`src/rtl/rasterPkg.sv`:
```
package rasterPkg;
  localparam int CNT_W = 14;
  localparam int SUM_W = CNT_W + 2;

  typedef logic [CNT_W-1:0] cnt_t;
  typedef logic [SUM_W-1:0] sum_t;

  typedef struct packed {
    cnt_t hAct;
    cnt_t hFp;
    cnt_t hSw;
    cnt_t hBp;
    cnt_t vAct;
    cnt_t vFp;
    cnt_t vSw;
    cnt_t vBp;
    logic hPol;
    logic vPol;
  } timing_t;

  typedef struct packed {
    logic commit;
    logic run;
  } strobes_t;

  localparam timing_t IDLE_CFG = '{hPol: 1'b1, vPol: 1'b1, default: '0};
endpackage

```
`src/rtl/rasterCtrl.sv`:
```
module rasterCtrl
  import rasterPkg::*;
#(
  parameter int ADDR_W = 4,
  parameter int AUDIO_MIN_BLANK = 110
) (
  input  logic              clk,
  input  logic              rstN,
  input  logic              wrEn,
  input  logic [ADDR_W-1:0] wrAddr,
  input  cnt_t              wrData,
  input  logic              frameEnd,
  output strobes_t          strobes,
  output timing_t           work,
  output cnt_t              hTotal,
  output cnt_t              vTotal,
  output cnt_t              hBlank,
  output logic              audioOk,
  output logic              cfgError
);
  localparam logic [ADDR_W-1:0] A_HACT = ADDR_W'(0);
  localparam logic [ADDR_W-1:0] A_HFP  = ADDR_W'(1);
  localparam logic [ADDR_W-1:0] A_HSW  = ADDR_W'(2);
  localparam logic [ADDR_W-1:0] A_HBP  = ADDR_W'(3);
  localparam logic [ADDR_W-1:0] A_VACT = ADDR_W'(4);
  localparam logic [ADDR_W-1:0] A_VFP  = ADDR_W'(5);
  localparam logic [ADDR_W-1:0] A_VSW  = ADDR_W'(6);
  localparam logic [ADDR_W-1:0] A_VBP  = ADDR_W'(7);
  localparam logic [ADDR_W-1:0] A_POL  = ADDR_W'(8);
  localparam logic [ADDR_W-1:0] A_ARM  = ADDR_W'(9);
  localparam sum_t MAX_TOTAL = sum_t'((1 << CNT_W) - 1);

  timing_t shadow, staged;
  cnt_t    stHTot, stVTot, stHBlank;
  logic    pending, workValid;
  sum_t    shHBlank, shHTot, shVTot;
  logic    shapeOk, armReq, commit;

  // Sums are formed once, on the shadow bank, and staged with the set.
  always_comb begin
    shHBlank = sum_t'(shadow.hFp) + sum_t'(shadow.hSw) + sum_t'(shadow.hBp);
    shHTot   = shHBlank + sum_t'(shadow.hAct);
    shVTot   = sum_t'(shadow.vAct) + sum_t'(shadow.vFp) + sum_t'(shadow.vSw) + sum_t'(shadow.vBp);
    shapeOk  = (shadow.hAct != '0) && (shadow.vAct != '0) &&
               (shadow.hSw != '0) && (shadow.vSw != '0) &&
               (shHTot <= MAX_TOTAL) && (shVTot <= MAX_TOTAL);
    armReq   = wrEn && (wrAddr == A_ARM);
    commit   = pending && (!workValid || frameEnd);
  end

  assign strobes.commit = commit;
  assign strobes.run    = workValid;

  always_ff @(posedge clk) begin
    if (!rstN) begin
      shadow    <= IDLE_CFG;
      staged    <= IDLE_CFG;
      work      <= IDLE_CFG;
      stHTot    <= '0;
      stVTot    <= '0;
      stHBlank  <= '0;
      hTotal    <= '0;
      vTotal    <= '0;
      hBlank    <= '0;
      audioOk   <= 1'b0;
      cfgError  <= 1'b0;
      pending   <= 1'b0;
      workValid <= 1'b0;
    end else begin
      if (wrEn) begin
        case (wrAddr)
          A_HACT: shadow.hAct <= wrData;
          A_HFP:  shadow.hFp  <= wrData;
          A_HSW:  shadow.hSw  <= wrData;
          A_HBP:  shadow.hBp  <= wrData;
          A_VACT: shadow.vAct <= wrData;
          A_VFP:  shadow.vFp  <= wrData;
          A_VSW:  shadow.vSw  <= wrData;
          A_VBP:  shadow.vBp  <= wrData;
          A_POL: begin
            shadow.hPol <= wrData[0];
            shadow.vPol <= wrData[1];
          end
          default: ;
        endcase
      end
      if (commit) begin
        work      <= staged;
        hTotal    <= stHTot;
        vTotal    <= stVTot;
        hBlank    <= stHBlank;
        audioOk   <= (stHBlank >= cnt_t'(AUDIO_MIN_BLANK));
        workValid <= 1'b1;
        pending   <= 1'b0;
      end
      if (armReq) begin
        if (shapeOk) begin
          staged   <= shadow;
          stHTot   <= cnt_t'(shHTot);
          stVTot   <= cnt_t'(shVTot);
          stHBlank <= cnt_t'(shHBlank);
          pending  <= 1'b1;
          cfgError <= 1'b0;
        end else begin
          cfgError <= 1'b1;
        end
      end
    end
  end
endmodule

```
`src/rtl/rasterAxis.sv`:
```
module rasterAxis
  import rasterPkg::*;
(
  input  logic run,
  input  cnt_t pos,
  input  cnt_t act,
  input  cnt_t fp,
  input  cnt_t sw,
  input  logic pol,
  output logic inActive,
  output logic syncLevel
);
  sum_t syncStart, syncEnd;
  logic inSync;

  always_comb begin
    syncStart = sum_t'(act) + sum_t'(fp);
    syncEnd   = syncStart + sum_t'(sw);
    inSync    = (sum_t'(pos) >= syncStart) && (sum_t'(pos) < syncEnd);
    inActive  = pos < act;
    syncLevel = run ? (inSync ~^ pol) : ~pol;
  end
endmodule

```
`src/rtl/rasterDatapath.sv`:
```
module rasterDatapath
  import rasterPkg::*;
(
  input  logic     clk,
  input  logic     rstN,
  input  strobes_t strobes,
  input  timing_t  work,
  input  cnt_t     hTotal,
  input  cnt_t     vTotal,
  output cnt_t     pixX,
  output cnt_t     lineY,
  output logic     hSync,
  output logic     vSync,
  output logic     de,
  output logic     frameEnd
);
  localparam int AXES = 2;

  logic hLast, vLast;
  cnt_t axPos [AXES];
  cnt_t axAct [AXES];
  cnt_t axFp  [AXES];
  cnt_t axSw  [AXES];
  logic axPol [AXES];
  logic axActive [AXES];
  logic axSync   [AXES];

  assign hLast    = (pixX == hTotal - cnt_t'(1));
  assign vLast    = (lineY == vTotal - cnt_t'(1));
  assign frameEnd = strobes.run && hLast && vLast;

  assign axPos[0] = pixX;      assign axPos[1] = lineY;
  assign axAct[0] = work.hAct; assign axAct[1] = work.vAct;
  assign axFp[0]  = work.hFp;  assign axFp[1]  = work.vFp;
  assign axSw[0]  = work.hSw;  assign axSw[1]  = work.vSw;
  assign axPol[0] = work.hPol; assign axPol[1] = work.vPol;

  for (genvar a = 0; a < AXES; a++) begin : g_axis
    rasterAxis u_axis (
      .run      (strobes.run),
      .pos      (axPos[a]),
      .act      (axAct[a]),
      .fp       (axFp[a]),
      .sw       (axSw[a]),
      .pol      (axPol[a]),
      .inActive (axActive[a]),
      .syncLevel(axSync[a])
    );
  end

  assign hSync = axSync[0];
  assign vSync = axSync[1];
  assign de    = strobes.run && axActive[0] && axActive[1];

  always_ff @(posedge clk) begin
    if (!rstN) begin
      pixX  <= '0;
      lineY <= '0;
    end else if (strobes.commit) begin
      pixX  <= '0;
      lineY <= '0;
    end else if (strobes.run) begin
      if (hLast) begin
        pixX  <= '0;
        lineY <= vLast ? '0 : lineY + cnt_t'(1);
      end else begin
        pixX <= pixX + cnt_t'(1);
      end
    end
  end
endmodule

```
`src/rtl/rasterTimingGen.sv`:
```
module rasterTimingGen
  import rasterPkg::*;
#(
  parameter int ADDR_W = 4,
  parameter int AUDIO_MIN_BLANK = 110
) (
  input  logic              clk,
  input  logic              rstN,
  input  logic              wrEn,
  input  logic [ADDR_W-1:0] wrAddr,
  input  logic [CNT_W-1:0]  wrData,
  output logic              hSync,
  output logic              vSync,
  output logic              de,
  output logic [CNT_W-1:0]  pixX,
  output logic [CNT_W-1:0]  lineY,
  output logic [CNT_W-1:0]  hTotal,
  output logic [CNT_W-1:0]  vTotal,
  output logic [CNT_W-1:0]  hBlank,
  output logic              audioOk,
  output logic              cfgError,
  output logic              running
);
  strobes_t strobes;
  timing_t  work;
  logic     frameEnd;

  rasterCtrl #(.ADDR_W(ADDR_W), .AUDIO_MIN_BLANK(AUDIO_MIN_BLANK)) u_ctrl (
    .clk     (clk),
    .rstN    (rstN),
    .wrEn    (wrEn),
    .wrAddr  (wrAddr),
    .wrData  (wrData),
    .frameEnd(frameEnd),
    .strobes (strobes),
    .work    (work),
    .hTotal  (hTotal),
    .vTotal  (vTotal),
    .hBlank  (hBlank),
    .audioOk (audioOk),
    .cfgError(cfgError)
  );

  rasterDatapath u_dp (
    .clk     (clk),
    .rstN    (rstN),
    .strobes (strobes),
    .work    (work),
    .hTotal  (hTotal),
    .vTotal  (vTotal),
    .pixX    (pixX),
    .lineY   (lineY),
    .hSync   (hSync),
    .vSync   (vSync),
    .de      (de),
    .frameEnd(frameEnd)
  );

  assign running = strobes.run;
endmodule

```
`config.mk`:
```
export PLATFORM = sky130hd
export DESIGN_NAME = rasterTimingGen
export DESIGN_NICKNAME = d
export VERILOG_FILES = /design/src/rtl/rasterPkg.sv /design/src/rtl/rasterCtrl.sv /design/src/rtl/rasterAxis.sv /design/src/rtl/rasterDatapath.sv /design/src/rtl/rasterTimingGen.sv
export SDC_FILE = /design/constraint.sdc
export NUM_CORES = 1
export LEC_CHECK = 0
export CAP_MARGIN = 30
export CORE_ASPECT_RATIO = 0.6
export CORE_MARGIN = 10
export CORE_UTILIZATION = 50
export CTS_CLUSTER_SIZE = 24
export DETAILED_ROUTE_END_ITERATION = 16
export PLACE_DENSITY = 0.78
export SLEW_MARGIN = 15
export SYNTH_ARGS = -nofsm -noshare
export SYNTH_HDL_FRONTEND = slang
export SYNTH_HIERARCHICAL = 1
export SYNTH_SLANG_ARGS = --single-unit
export TNS_END_PERCENT = 100
```
`constraint.sdc`:
```
create_clock -name clk -period 12.49 [get_ports clk]
set_input_delay 1.249 -clock clk [delete_from_list [all_inputs] [get_ports clk]]
set_output_delay 1.249 -clock clk [all_outputs]
set_load 0.005 [all_outputs]
```
Word level (Yosys, flattened, before mapping)

Cells that the tools add are included.

Register bits: 402
Bits of input ports: 21
Output and inout port bits: 76
Logic and storage cells: 117

Add/subtract/negate cells: 14
$lt $le $gt $ge: 9
Eq/ne operators: 11
Mux-type cells: 8
Bitwise gates (word level): 5
Reduce and logical (&&, ||, !) cells: 32

Operators by type and width:

| kind                                                                                 | count |
|---|---|
| 16-bit by 14-bit adder with 16-bit output                                            | 6 |
| 14-bit by 14-bit adder with 15-bit output                                            | 4 |
| 14-bit nonzero test                                                                  | 4 |
| 14-bit by 16-bit greater-or-equal comparator with 1-bit output                       | 2 |
| 16-bit by 14-bit less-or-equal comparator with 1-bit output, second input constant   | 2 |
| 14-bit by 16-bit < comparator with 1-bit output                                      | 2 |
| 14-bit by 1-bit adder with 14-bit output, second input constant                      | 2 |
| 14-bit equality test                                                                 | 2 |
| 14-bit < comparator                                                                  | 2 |
| 14-bit 2-to-1 mux                                                                    | 2 |
| 14-bit by 1-bit subtractor with 14-bit output, second input constant                 | 2 |
| 2-bit AND reduction                                                                  | 11 |
| 4-bit by 3-bit equality test with 1-bit output, second input constant                | 4 |
| 14-bit by 7-bit greater-or-equal comparator with 1-bit output, second input constant | 1 |
| 1-bit logical AND                                                                    | 13 |
| 4-bit by 2-bit equality test with 1-bit output, second input constant                | 2 |
| 4-bit equality test, second input constant                                           | 2 |
| 1-bit 2-to-1 mux                                                                     | 6 |
| 4-bit by 1-bit equality test with 1-bit output, second input constant                | 1 |
| 4-bit logical NOT                                                                    | 1 |
| 1-bit inverter                                                                       | 3 |
| 2-bit OR reduction                                                                   | 1 |
| 1-bit XNOR                                                                           | 2 |
| 1-bit logical NOT                                                                    | 1 |
| 1-bit logical OR                                                                     | 1 |

Logic depth before layout (Yosys ltp)

Depth after elaboration: 9
Depth in mapped cells: 24
Mapped depth without buffers: 24

Cells and area by module

Netlist, hierarchy kept.

By module, submodules not included:

| module                              | instances | cells each | area an instance (um2) | sequential area each (um2) |
|---|---|---|---|---|
| rasterCtrl                          | 1         | 2557       | 21242.9                | 8608.3 |
| rasterDatapath                      | 1         | 318        | 2438.6                 | 560.5 |
| rasterAxis at u_dp.g_axis[0].u_axis | 1         | 292        | 2258.4                 | 0.0 |
| rasterAxis at u_dp.g_axis[1].u_axis | 1         | 287        | 2202.1                 | 0.0 |

Worst setup path after synthesis

No wires, ideal clock.

Kind: reg-to-output
Start point: reg, netlist name u_ctrl/work[100]
End point: out hSync
Arrival: 4289 ps
Data required time: 11241 ps
Slack: 6952 ps
Stages on the path, launching flop included: 23
Path buffers: 0
Cells stage by stage: dfxtp_1 ha_1 inv_1 fa_1 and2b_1 o2111ai_2 a31oi_1 xor2_1 ha_1 a21o_1 o32a_1 a31oi_2 o21bai_1 a21oi_1 xor2_1 ha_1 nand4_1 a211o_1 a21oi_1 a221o_1 o211ai_1 nand4_1 xor2_1

Longest elaborated chain between the ends: 6

Ends and longest elaborated chain:

| what                                            | RTL line              | text |
|---|---|---|
| 14-bit by 14-bit adder with 15-bit output *     | rasterAxis.sv:17      | `syncStart = sum_t'(act) + sum_t'(fp);` |
| 16-bit by 14-bit adder with 16-bit output       | rasterAxis.sv:18      | `syncEnd = syncStart + sum_t'(sw);` |
| 14-bit by 16-bit < comparator with 1-bit output | rasterAxis.sv:19      | `inSync = (sum_t'(pos) >= syncStart) && (sum_t'(pos) < syncEnd);` |
| 1-bit logical AND *                             | rasterAxis.sv:19      |  |
| 1-bit XNOR *                                    | rasterAxis.sv:21      | `syncLevel = run ? (inSync ~^ pol) : ~pol;` |
| 1-bit 2-to-1 mux *                              | rasterAxis.sv:21      |  |
| to (decl)                                       | rasterTimingGen.sv:12 | `output logic hSync,` |

Every way passes the cells marked *; elsewhere a longest branch is shown, timed or not.

Worst setup path after layout

Start point: reg, netlist name u_ctrl/work[100]
End point: out hSync

Longest elaborated chain between the ends: 6

Ends and longest elaborated chain:

| what                                            | RTL line |
|---|---|
| 14-bit by 14-bit adder with 15-bit output *     | rasterAxis.sv:17 |
| 16-bit by 14-bit adder with 16-bit output       | rasterAxis.sv:18 |
| 14-bit by 16-bit < comparator with 1-bit output | rasterAxis.sv:19 |
| 1-bit logical AND *                             | rasterAxis.sv:19 |
| 1-bit XNOR *                                    | rasterAxis.sv:21 |
| 1-bit 2-to-1 mux *                              | rasterAxis.sv:21 |

Marks and branches as above.

==> reports/results.tsv <==
metric	value	unit
status	finished clean	
skew	0.01160	ns
cp_max_fo	3	
critPathCaptureType	primary output	
layout-drive-gt1-share	4.615	%
ios	97	
vias	22690	
cts_setup_buffers	0	
clk_pin_slew	0.06	ns
mostFrequentLayoutCells	586 x nand2_1, 402 x dfxtp_1, 241 x nand3_1, 191 x ha_1, 174 x a21boi_0	
syn_nets	3426	
gr-total-overflow	0	
antenna_found_initial	1	
finalSetupViolCount	0	
grt_pass1_vias	20380	
min_path_cells	2	
post_drt_wl_per_cell	19.39	µm
cts_tree	yes	
rsz0062_at_grt	no	
hp-class	register to register	
grt_pass1_wl	116100	µm
placed_cell_area	26870	µm²
grtUsageTotal	23.10	%
max_cap_violations	0	
slew_violations	0	
syn-instance-count	3166	
grt_max_degree	271	
initial_core_util	50.58	%
synthesis.area	25760	µm²
worstRegToRegCells	18	
ant_nets	0	
cts.sinks	402	
crit_path_start_kind	register	
io_buffers	96	
core_area	50930	µm²
viasPerCell	5.947	
clkLatencyLatePin	0.56	ns
crit_arrival	6.05	ns
tightest_slew	1.054	ns
ys_warn_count	6	
peakVddDrop	0.09260	mV
p_leak	11.15	nW
final_common_cell	nand2_1	
htree_num_levels	2	
drcViolationCount	0	
max_freq	137.0	MHz
chipHeight	195.8	µm
cp_data_required_time	11.24	ns
die_area	61300	µm²
cp_slowest_cell	clkdlybuf4s50_1	
tns	0	ns
avgSynthCellArea	8.137	µm²
fin_nets	3354	
crit_chain	ha_1 > inv_1 > fa_1 > and2b_1 > o2111ai_2 > a31oi_1 > xor2_1 > ha_1 > a21o_1 > o32a_1 > a31oi_2 > o21bai_1 > a21oi_1 > xor2_1 > ha_1 > nand4_1 > a211o_1 > a21oi_1 > a221o_1 > o211ai_1 > nand4_1 > xor2_1 > clkdlybuf4s50_1	
multi_input_area	16190	µm²
wl	73960	µm
drt_pre_antenna_iters	5	
postCtsHoldBufs	0	
slew-limit-headroom	29.57	%
cts_resized	0	
finalCritPeriodShare	58.42	%
drt_iter0_drc	2629	
num_rows	64	
finalHoldViolations	0	
syn2layout_area_growth	9.602	%
critPathKind	register to primary output	
cts-root-buf	clkbuf_16	
dieWidth	313.0	µm
final.fill_count	4559	
crit_path_max_incr_delay	0.52	ns
numCtsBuffers	41	
seq_area	8048	µm²
post-route-min-period	7.297	ns
gp_congestion	0.9893	
final_cell_area	28230	µm²
cellPowerDensity	93.99	nW/µm²
dp_hpwl	53550	µm
clk_path_buf_depth	3	
area by class of cell:
class	count	area share [%]
antenna	2	0.01773
clock buffer	59	4.343
clock inverter	10	0.4121
inverter	161	2.149
multi-input combinational	2372	57.33
sequential	402	28.50
tap	693	3.071
timing repair buffer	116	4.179
worst max-delay path, delay by kind of cell, from the launching register on:
| kind | cells | cell delay, ns |
|---|---|---|
| compound gates | 11 | 2.12 |
| fa+ha+maj | 4 | 1.16 |
| xor+xnor | 3 | 0.66 |
| buf+inv | 2 | 0.58 |
| simple gates | 3 | 0.58 |
| flops | 1 | 0.37 |
sequential cells by signal (all words and copies together) (netlist names), 14 cells and up:
| register | count |
|---|---|
| u_ctrl/stVTot | 14 |
| u_ctrl/work | 86 |
| u_ctrl/hBlank | 14 |
| u_ctrl/stHBlank | 14 |
| u_dp/lineY | 14 |
| u_ctrl/shadow | 114 |
| u_dp/pixX | 14 |
| u_ctrl/staged | 86 |
| u_ctrl/vTotal | 14 |
| u_ctrl/hTotal | 14 |
| u_ctrl/stHTot | 14 |
worst paths after layout:
check               startpoint                to  slack (ns)
max           u_ctrl/work[100]             hSync        5.19
max reg2reg  u_ctrl/shadow[73]  u_ctrl/stHTot[1]        6.18
min           u_ctrl/stHTot[6]  u_ctrl/stHTot[6]        0.46
min reg2reg   u_ctrl/stHTot[6]  u_ctrl/stHTot[6]        0.46
per-layer routing:
metal | track usage, % | wire, µm
met5 | 0 | 0
met4 | 3.448 | 866
met3 | 7.779 | 9286
met2 | 30.11 | 27610
met1 | 35.88 | 36190
power by group:
group	internal [mW]	switching, mW	leakage, nW
logic	0.0364	0.0692	7.25
clock network	0.722	0.533	0.656
registers	1.29	0.00640	3.24
total	2.05	0.609	11.1
stage by stage:
stage | util (%) | total power, mW | hold WS [ns] | worst slack [ns] | std cells
after CTS | 55.40 | 2.658 | 0.4604 | 5.254 | 3812
final | 55.44 | 2.654 | 0.4601 | 5.193 | 3815
after floorplan | - | 1.388 | 0.4286 | 6.952 | 3166
after global placement | 52.63 | 1.421 | 0.4401 | 6.057 | 3740
after detailed placement | 52.76 | 1.421 | 0.4468 | 5.903 | 3743
after global routing | 55.43 | 2.724 | 0.4759 | 4.773 | 3813
(Power assumes the default switching activity.)
